==> src/rtl/dual_req_intc_pkg.sv <==
package dual_req_intc_pkg;

   localparam int ADDR_W     = 6;
   localparam int NUM_FIELDS = 7;

   localparam logic [1:0] OP_RD  = 2'd0;
   localparam logic [1:0] OP_SET = 2'd1;
   localparam logic [1:0] OP_CLR = 2'd2;

   localparam logic [3:0] G_CFG0  = 4'd0;
   localparam logic [3:0] G_CFG1  = 4'd1;
   localparam logic [3:0] G_CFG2  = 4'd2;
   localparam logic [3:0] G_MASK  = 4'd3;
   localparam logic [3:0] G_WAKE  = 4'd4;
   localparam logic [3:0] G_ROUTE = 4'd5;
   localparam logic [3:0] G_SEL   = 4'd6;
   localparam logic [3:0] G_RISE  = 4'd7;
   localparam logic [3:0] G_FALL  = 4'd8;
   localparam logic [3:0] G_PEND0 = 4'd9;
   localparam logic [3:0] G_PEND1 = 4'd10;
   localparam logic [3:0] G_TEST  = 4'd11;

   // fields whose reset value is all ones: route and input-select
   localparam logic [NUM_FIELDS-1:0] FIELD_RST_ONES = 7'b110_0000;

   typedef enum logic [2:0] {
      TRIG_OFF  = 3'b000,
      TRIG_RISE = 3'b001,
      TRIG_FALL = 3'b010,
      TRIG_BOTH = 3'b011,
      TRIG_HIGH = 3'b101,
      TRIG_LOW  = 3'b110
   } trig_e;

   function automatic logic [ADDR_W-1:0] reg_addr(input logic [3:0] grp, input logic [1:0] op);
      return {grp, op};
   endfunction

endpackage

==> src/rtl/intc_sync.sv <==
module intc_sync #(
   parameter int W      = 32,
   parameter int STAGES = 2
) (
   input  logic         clk,
   input  logic         rst_n,
   input  logic [W-1:0] d,
   output logic [W-1:0] q
);
   initial begin : prm_chk
      assert (STAGES >= 2) else $error("intc_sync: STAGES must be at least 2");
   end

   logic [W-1:0] st [STAGES];

   always_ff @(posedge clk or negedge rst_n) begin
      if (!rst_n) begin
         for (int i = 0; i < STAGES; i++) st[i] <= '0;
      end else begin
         st[0] <= d;
         for (int i = 1; i < STAGES; i++) st[i] <= st[i-1];
      end
   end

   assign q = st[STAGES-1];
endmodule

==> src/rtl/intc_setclr_reg.sv <==
module intc_setclr_reg #(
   parameter int W        = 32,
   parameter bit RST_ONES = 1'b0
) (
   input  logic         clk,
   input  logic         rst_n,
   input  logic [W-1:0] set_m,
   input  logic [W-1:0] clr_m,
   output logic [W-1:0] q
);
   always_ff @(posedge clk or negedge rst_n) begin
      if (!rst_n) q <= {W{RST_ONES}};
      else        q <= (q & ~clr_m) | set_m;
   end


   set_bits_chk: assert property (@(posedge clk) disable iff (!rst_n)
      (set_m != '0) |=> ((($past(set_m)) & ~q) == '0));

   clr_bits_chk: assert property (@(posedge clk) disable iff (!rst_n)
      (clr_m != '0) |=> ((($past(clr_m) & ~$past(set_m)) & q) == '0));
endmodule

==> src/rtl/intc_trig.sv <==
module intc_trig
   import dual_req_intc_pkg::*;
#(
   parameter int W = 32
) (
   input  logic         clk,
   input  logic         rst_n,
   input  logic [W-1:0] lvl,
   input  logic [W-1:0] c0,
   input  logic [W-1:0] c1,
   input  logic [W-1:0] c2,
   input  logic [W-1:0] rise_clr,
   input  logic [W-1:0] fall_clr,
   output logic [W-1:0] rise_q,
   output logic [W-1:0] fall_q,
   output logic [W-1:0] active
);
   logic [W-1:0] prev_q;
   logic [W-1:0] rise_en, fall_en, hi_en, lo_en;
   logic [W-1:0] rise_ev, fall_ev;

   for (genvar i = 0; i < W; i++) begin : g_dec
      always_comb begin
         rise_en[i] = 1'b0;
         fall_en[i] = 1'b0;
         hi_en[i]   = 1'b0;
         lo_en[i]   = 1'b0;
         case ({c2[i], c1[i], c0[i]})
            TRIG_RISE: rise_en[i] = 1'b1;
            TRIG_FALL: fall_en[i] = 1'b1;
            TRIG_BOTH: begin
               rise_en[i] = 1'b1;
               fall_en[i] = 1'b1;
            end
            TRIG_HIGH: hi_en[i] = 1'b1;
            TRIG_LOW:  lo_en[i] = 1'b1;
            default: ;
         endcase
      end
   end

   assign rise_ev = lvl & ~prev_q & rise_en;
   assign fall_ev = ~lvl & prev_q & fall_en;

   always_ff @(posedge clk or negedge rst_n) begin
      if (!rst_n) begin
         prev_q <= '0;
         rise_q <= '0;
         fall_q <= '0;
      end else begin
         prev_q <= lvl;
         rise_q <= (rise_q & ~rise_clr) | rise_ev;
         fall_q <= (fall_q & ~fall_clr) | fall_ev;
      end
   end

   assign active = (rise_q & rise_en) | (fall_q & fall_en)
                 | (hi_en & lvl) | (lo_en & ~lvl);


   latch_hold_chk: assert property (@(posedge clk) disable iff (!rst_n)
      1'b1 |=> ((($past(rise_q) & ~$past(rise_clr)) & ~rise_q) == '0));

   latch_clr_chk: assert property (@(posedge clk) disable iff (!rst_n)
      (fall_clr != '0) |=> ((fall_q & $past(fall_clr) & ~$past(fall_ev)) == '0));
endmodule

==> src/rtl/dual_req_intc.sv <==
module dual_req_intc
   import dual_req_intc_pkg::*;
#(
   parameter int N_SRC       = 32,
   parameter int SYNC_STAGES = 2
) (
   input  logic              clk,
   input  logic              rst_n,
   input  logic [N_SRC-1:0]  irq_in,
   input  logic [N_SRC-1:0]  irq_alt,
   input  logic              wr_en,
   input  logic [ADDR_W-1:0] wr_addr,
   input  logic [N_SRC-1:0]  wr_data,
   input  logic [ADDR_W-1:0] rd_addr,
   output logic [N_SRC-1:0]  rd_data,
   output logic [N_SRC-1:0]  pend0,
   output logic [N_SRC-1:0]  pend1,
   output logic              req0,
   output logic              req1,
   output logic              wake
);
   initial begin : prm_chk
      assert (N_SRC >= 1 && N_SRC <= 32) else $error("dual_req_intc: N_SRC out of range");
   end

   logic [N_SRC-1:0] fld_q [NUM_FIELDS];
   logic [N_SRC-1:0] test_q;
   logic [N_SRC-1:0] raw, lvl, active, rise_q, fall_q, rise_clr, fall_clr;

   for (genvar f = 0; f < NUM_FIELDS; f++) begin : g_fld
      logic [N_SRC-1:0] set_m, clr_m;
      assign set_m = (wr_en && wr_addr == reg_addr(4'(f), OP_SET)) ? wr_data : '0;
      assign clr_m = (wr_en && wr_addr == reg_addr(4'(f), OP_CLR)) ? wr_data : '0;
      intc_setclr_reg #(.W(N_SRC), .RST_ONES(FIELD_RST_ONES[f])) i_reg (
         .clk(clk), .rst_n(rst_n), .set_m(set_m), .clr_m(clr_m), .q(fld_q[f]));
   end

   always_ff @(posedge clk or negedge rst_n) begin
      if (!rst_n) test_q <= '0;
      else if (wr_en && wr_addr == reg_addr(G_TEST, OP_SET)) test_q <= wr_data;
   end

   assign rise_clr = (wr_en && wr_addr == reg_addr(G_RISE, OP_CLR)) ? wr_data : '0;
   assign fall_clr = (wr_en && wr_addr == reg_addr(G_FALL, OP_CLR)) ? wr_data : '0;

   assign raw = (irq_in & fld_q[G_SEL]) | (irq_alt & ~fld_q[G_SEL]);

   intc_sync #(.W(N_SRC), .STAGES(SYNC_STAGES)) i_sync (
      .clk(clk), .rst_n(rst_n), .d(raw), .q(lvl));

   intc_trig #(.W(N_SRC)) i_trig (
      .clk(clk), .rst_n(rst_n), .lvl(lvl),
      .c0(fld_q[G_CFG0]), .c1(fld_q[G_CFG1]), .c2(fld_q[G_CFG2]),
      .rise_clr(rise_clr), .fall_clr(fall_clr),
      .rise_q(rise_q), .fall_q(fall_q), .active(active));

   assign pend0 = active & fld_q[G_MASK] &  fld_q[G_ROUTE];
   assign pend1 = active & fld_q[G_MASK] & ~fld_q[G_ROUTE];
   assign req0  = |pend0;
   assign req1  = |pend1;
   assign wake  = |(active & fld_q[G_WAKE]);

   always_comb begin
      rd_data = '0;
      if (rd_addr[1:0] == OP_RD) begin
         for (int f = 0; f < NUM_FIELDS; f++)
            if (rd_addr[5:2] == 4'(f)) rd_data = fld_q[f];
         case (rd_addr[5:2])
            G_RISE:  rd_data = rise_q;
            G_FALL:  rd_data = fall_q;
            G_PEND0: rd_data = pend0;
            G_PEND1: rd_data = pend1;
            G_TEST:  rd_data = test_q;
            default: ;
         endcase
      end
   end


   ro_write_chk: assert property (@(posedge clk) disable iff (!rst_n)
      (wr_en && wr_addr == reg_addr(G_PEND0, OP_RD))
      |=> ($stable(fld_q[G_MASK]) && $stable(fld_q[G_ROUTE])));
endmodule

==> config.mk <==
export PLATFORM = sky130hd
export DESIGN_NAME = dual_req_intc
export DESIGN_NICKNAME = d
export VERILOG_FILES = /design/src/rtl/dual_req_intc_pkg.sv /design/src/rtl/intc_sync.sv /design/src/rtl/intc_setclr_reg.sv /design/src/rtl/intc_trig.sv /design/src/rtl/dual_req_intc.sv
export SDC_FILE = /design/constraint.sdc
export NUM_CORES = 1
export LEC_CHECK = 0
export BUFFER_PORTS_ARGS = -buffer_cell sky130_fd_sc_hd__buf_2
export CORE_UTILIZATION = 35
export CTS_CLUSTER_SIZE = 12
export DETAILED_ROUTE_END_ITERATION = 10
export SLEW_MARGIN = 0
export SYNTH_ARGS = -nofsm -noshare
export SYNTH_HDL_FRONTEND = slang
export SYNTH_SLANG_ARGS = --single-unit
==> constraint.sdc <==
create_clock -name clk -period 2.35 [get_ports clk]
set_clock_uncertainty 0.15 [all_clocks]
set_input_delay 0.3525 -clock clk [delete_from_list [all_inputs] [get_ports clk]]
set_output_delay 0.3525 -clock clk [all_outputs]
set_load 0.02 [all_outputs]
==> results.sh <==
export IMPL_max_slew_margin_pct=59.4
export IMPL_synth_edf_count=0
export IMPL_cts_buffers=49
export IMPL_hold_violations=0
export IMPL_cts_tree="yes"
export IMPL_async_reset_ff_share_pct=100
export IMPL_synth_cell_types=59
export IMPL_first_iter_violations=2448
export IMPL_min_path_type="input pin to flop"
export IMPL_grt_use_total_pct=29.8
export IMPL_drt_total_wl_mm=95.1
export IMPL_first_global_vias=21753
export IMPL_start_kind="flop"
export IMPL_num_rows=90
export IMPL_synthCells=2059
export IMPL_p_total_uw=24700
export IMPL_synth_area_sq_mm=0.0214
export IMPL_critPathMaxFanout=5
export IMPL_setup_violations=99
export IMPL_grt_max_degree=57
export IMPL_clk_latency_ns=0.61
export IMPL_antenna_left=0
export IMPL_synthTopCellsByArea="dfrtp_1, a22o_1, dfstp_2"
export IMPL_syn_avg_cell_area_sq_um=10.4
export IMPL_p_leak_uw=0.0147
export IMPL_slew_viol_final=0
export IMPL_place_area_sq_mm=0.0275
export IMPL_cts_buffer_depth=3
export IMPL_min_period_over_period_pct=152
export IMPL_ys_seq_elements=416
export IMPL_yosysSeqAreaShare_pct=49.0
export IMPL_first_pass_iters=7
export IMPL_status="finished with violations"
export IMPL_worstPathArrival_ns=3.07
export IMPL_peakVddDrop_mv=0.489
export IMPL_dp_hpwl_mm=61.5
export IMPL_crit_type="flop to output port"
export IMPL_synth_fp_nets=2170
export IMPL_fmax_mhz=280
export IMPL_antenna_found_initial=4
export IMPL_synth_top_cell_area_share_pct=41.2
export IMPL_syn_to_final_growth_pct=54.7
export IMPL_die_width_um=249
export IMPL_fin_crit_ns=3.57
export IMPL_rsz0062_at_grt="yes"
export IMPL_initial_utilization_pct=35.5
export IMPL_layout_setup_ws_ns=-1.22
export IMPL_yosys_area_top_type="dfrtp_1"
export IMPL_io_pins=210
export IMPL_synth_ff_type="dfrtp_1"
export IMPL_vias=21840
export IMPL_drive_gt1_share_pct=45.1
export IMPL_worstMarginPinSlew_ns=0.609
export IMPL_place_congestion=0.932
export IMPL_end_kind="output port"
export IMPL_via_per_inst=6.02
export IMPL_r2r_slack_ns=0.56
export IMPL_h_tree_depth=2
export IMPL_final_cell_area_sq_mm=0.0331
export IMPL_die_h_um=249
export IMPL_maxCapViolCount=0
export IMPL_clock_sinks=416
export IMPL_cp_required_ns=1.85
export IMPL_violations="setup timing"
export IMPL_cts_root_buf="clkbuf_16"
export IMPL_grt_pass1_wl_mm=139
export IMPL_port_buffers=209
export IMPL_overflow=0
export IMPL_wl_per_cell_um=26.2
export IMPL_ys_warn_count=0
export IMPL_clk_pin_slew_ns=0.06
export IMPL_die_area_sq_mm=0.0621
export IMPL_nets=2913
export IMPL_p_per_area_mw_per_mm2=747
export IMPL_coreArea_sq_mm=0.0604
export IMPL_post_route_util_pct=54.8
export IMPL_drc=0
## registers in the layout (all words and copies together) (netlist names)
register	count
test_q	32
i_sync.q	32
i_trig.prev_q	32
i_trig.fall_q	32
i_trig.rise_q	32
g_fld.i_reg.q	224
i_sync.st	32
## path summary, 6_finish.rpt
path	from	cells past startpoint	to
max in group asynchronous	rst_n	3	g_fld[5].i_reg.q[16]
max reg2reg	g_fld[6].i_reg.q[30]	2	i_sync.st[62]
min reg2reg	i_sync.st[34]	0	i_sync.q[2]
max	g_fld[1].i_reg.q[31]	9	req0
min in group asynchronous	rst_n	2	i_sync.st[40]
min	wr_data[4]	3	i_trig.fall_q[4]
## cell usage after synthesis (6+ instances only)
cell type	number
a22oi_1	68
a21oi_1	62
nand4_1	7
clkbuf_1	154
or4_1	13
o22ai_1	32
and4bb_2	8
nor2b_1	6
inv_1	33
o41ai_1	45
dfstp_2	64
a221oi_1	37
o21ai_0	6
nor4bb_1	84
a21o_1	63
and3b_1	63
nor2_1	121
mux2_2	66
a22o_1	227
o211ai_1	37
dfrtp_1	352
mux4_2	8
and4b_1	33
a211oi_1	12
buf_2	16
nand2_1	314
nand3_1	17
nor4_1	8
mux2i_1	18
and3_1	23
## power breakdown
part / leakage (uW) / internal (uW) / switching (uW)
Clock: 0.000839 / 4880 / 3220
Combinational: 0.00885 / 3870 / 2920
Sequential: 0.00504 / 8610 / 1210
Total: 0.0147 / 17400 / 7360
## cell families after synthesis
logic type / after synthesis / share of synthesized area (%)
buffers and inverters: 208 / 3.74
and+or+nand+nor: 726 / 19.3
AOI/OAI and AO/OA: 617 / 22.8
muxes: 92 / 5.16
DFF: 416 / 49.0
## worst max-delay path, cell delays in order (launching register included)
cell and delay, ns:
dfrtp_1 0.42, and4b_1 0.25, buf_4 0.15, o41ai_4 0.33
buf_4 0.18, o22ai_1 0.11, nor4_2 0.29, buf_4 0.17
nand4_1 0.28, buf_4 0.27
## repair_timing
item	4_1_cts	5_1_grt
endpoints found under the hold margin	124	0
resized for setup	410	165
setup endpoints to repair	99	99
hold buffers	67	0
pin swaps	96	63
setup buffers	67	53
gates cloned	0	0
## placed cells by master (no fill, tap or decap), types with 19 or more instances in the layout
cell type	count
buf_12	52
a22oi_1	65
a221oi_1	25
a22o_1	227
nand2_1	314
dfstp_2	64
a21oi_1	62
o22ai_1	25
o211ai_1	37
buf_2	113
mux2_2	66
inv_1	32
nor4bb_1	54
buf_4	456
dlygate4sd3_1	67
and3_4	19
and4b_1	31
clkbuf_16	51
nor2_4	61
dfrtp_1	339
buf_6	177
o41ai_4	23
a21o_1	62
nor2_1	43
and3b_1	54
nor4bb_4	30
## layout make-up
class	count	area [sq um]
sequential	416	10500
antenna	2	5.00
clock buffer	74	1470
timing repair buffer	866	7710
fill	5097	27300
inverter	34	128
tap	782	978
multi-input combinational	1435	12100
clock inverter	18	234
## per-layer routing
layer / wire length [um] / GRT usage (%)
met5: 36 / 0
met4: 4360 / 13.3
met3: 8540 / 5.51
met2: 44500 / 48.1
met1: 37700 / 38.9
## stage by stage
stage                     TNS (ns)  hold WS [ns]  std cells  worst slack [ns]
after floorplan            -0.0908       -0.0931       2059           -0.0840
after global placement      -11.43         0.184       3372            -0.727
after detailed placement    -11.77         0.185       3372            -0.785
after CTS                   -45.56     0.0000834       3588             -1.14
after global routing        -50.73        0.0355       3626             -1.24
final                       -45.25        0.0189       3627             -1.22
No activity file was read; power rests on OpenSTA's default activity.
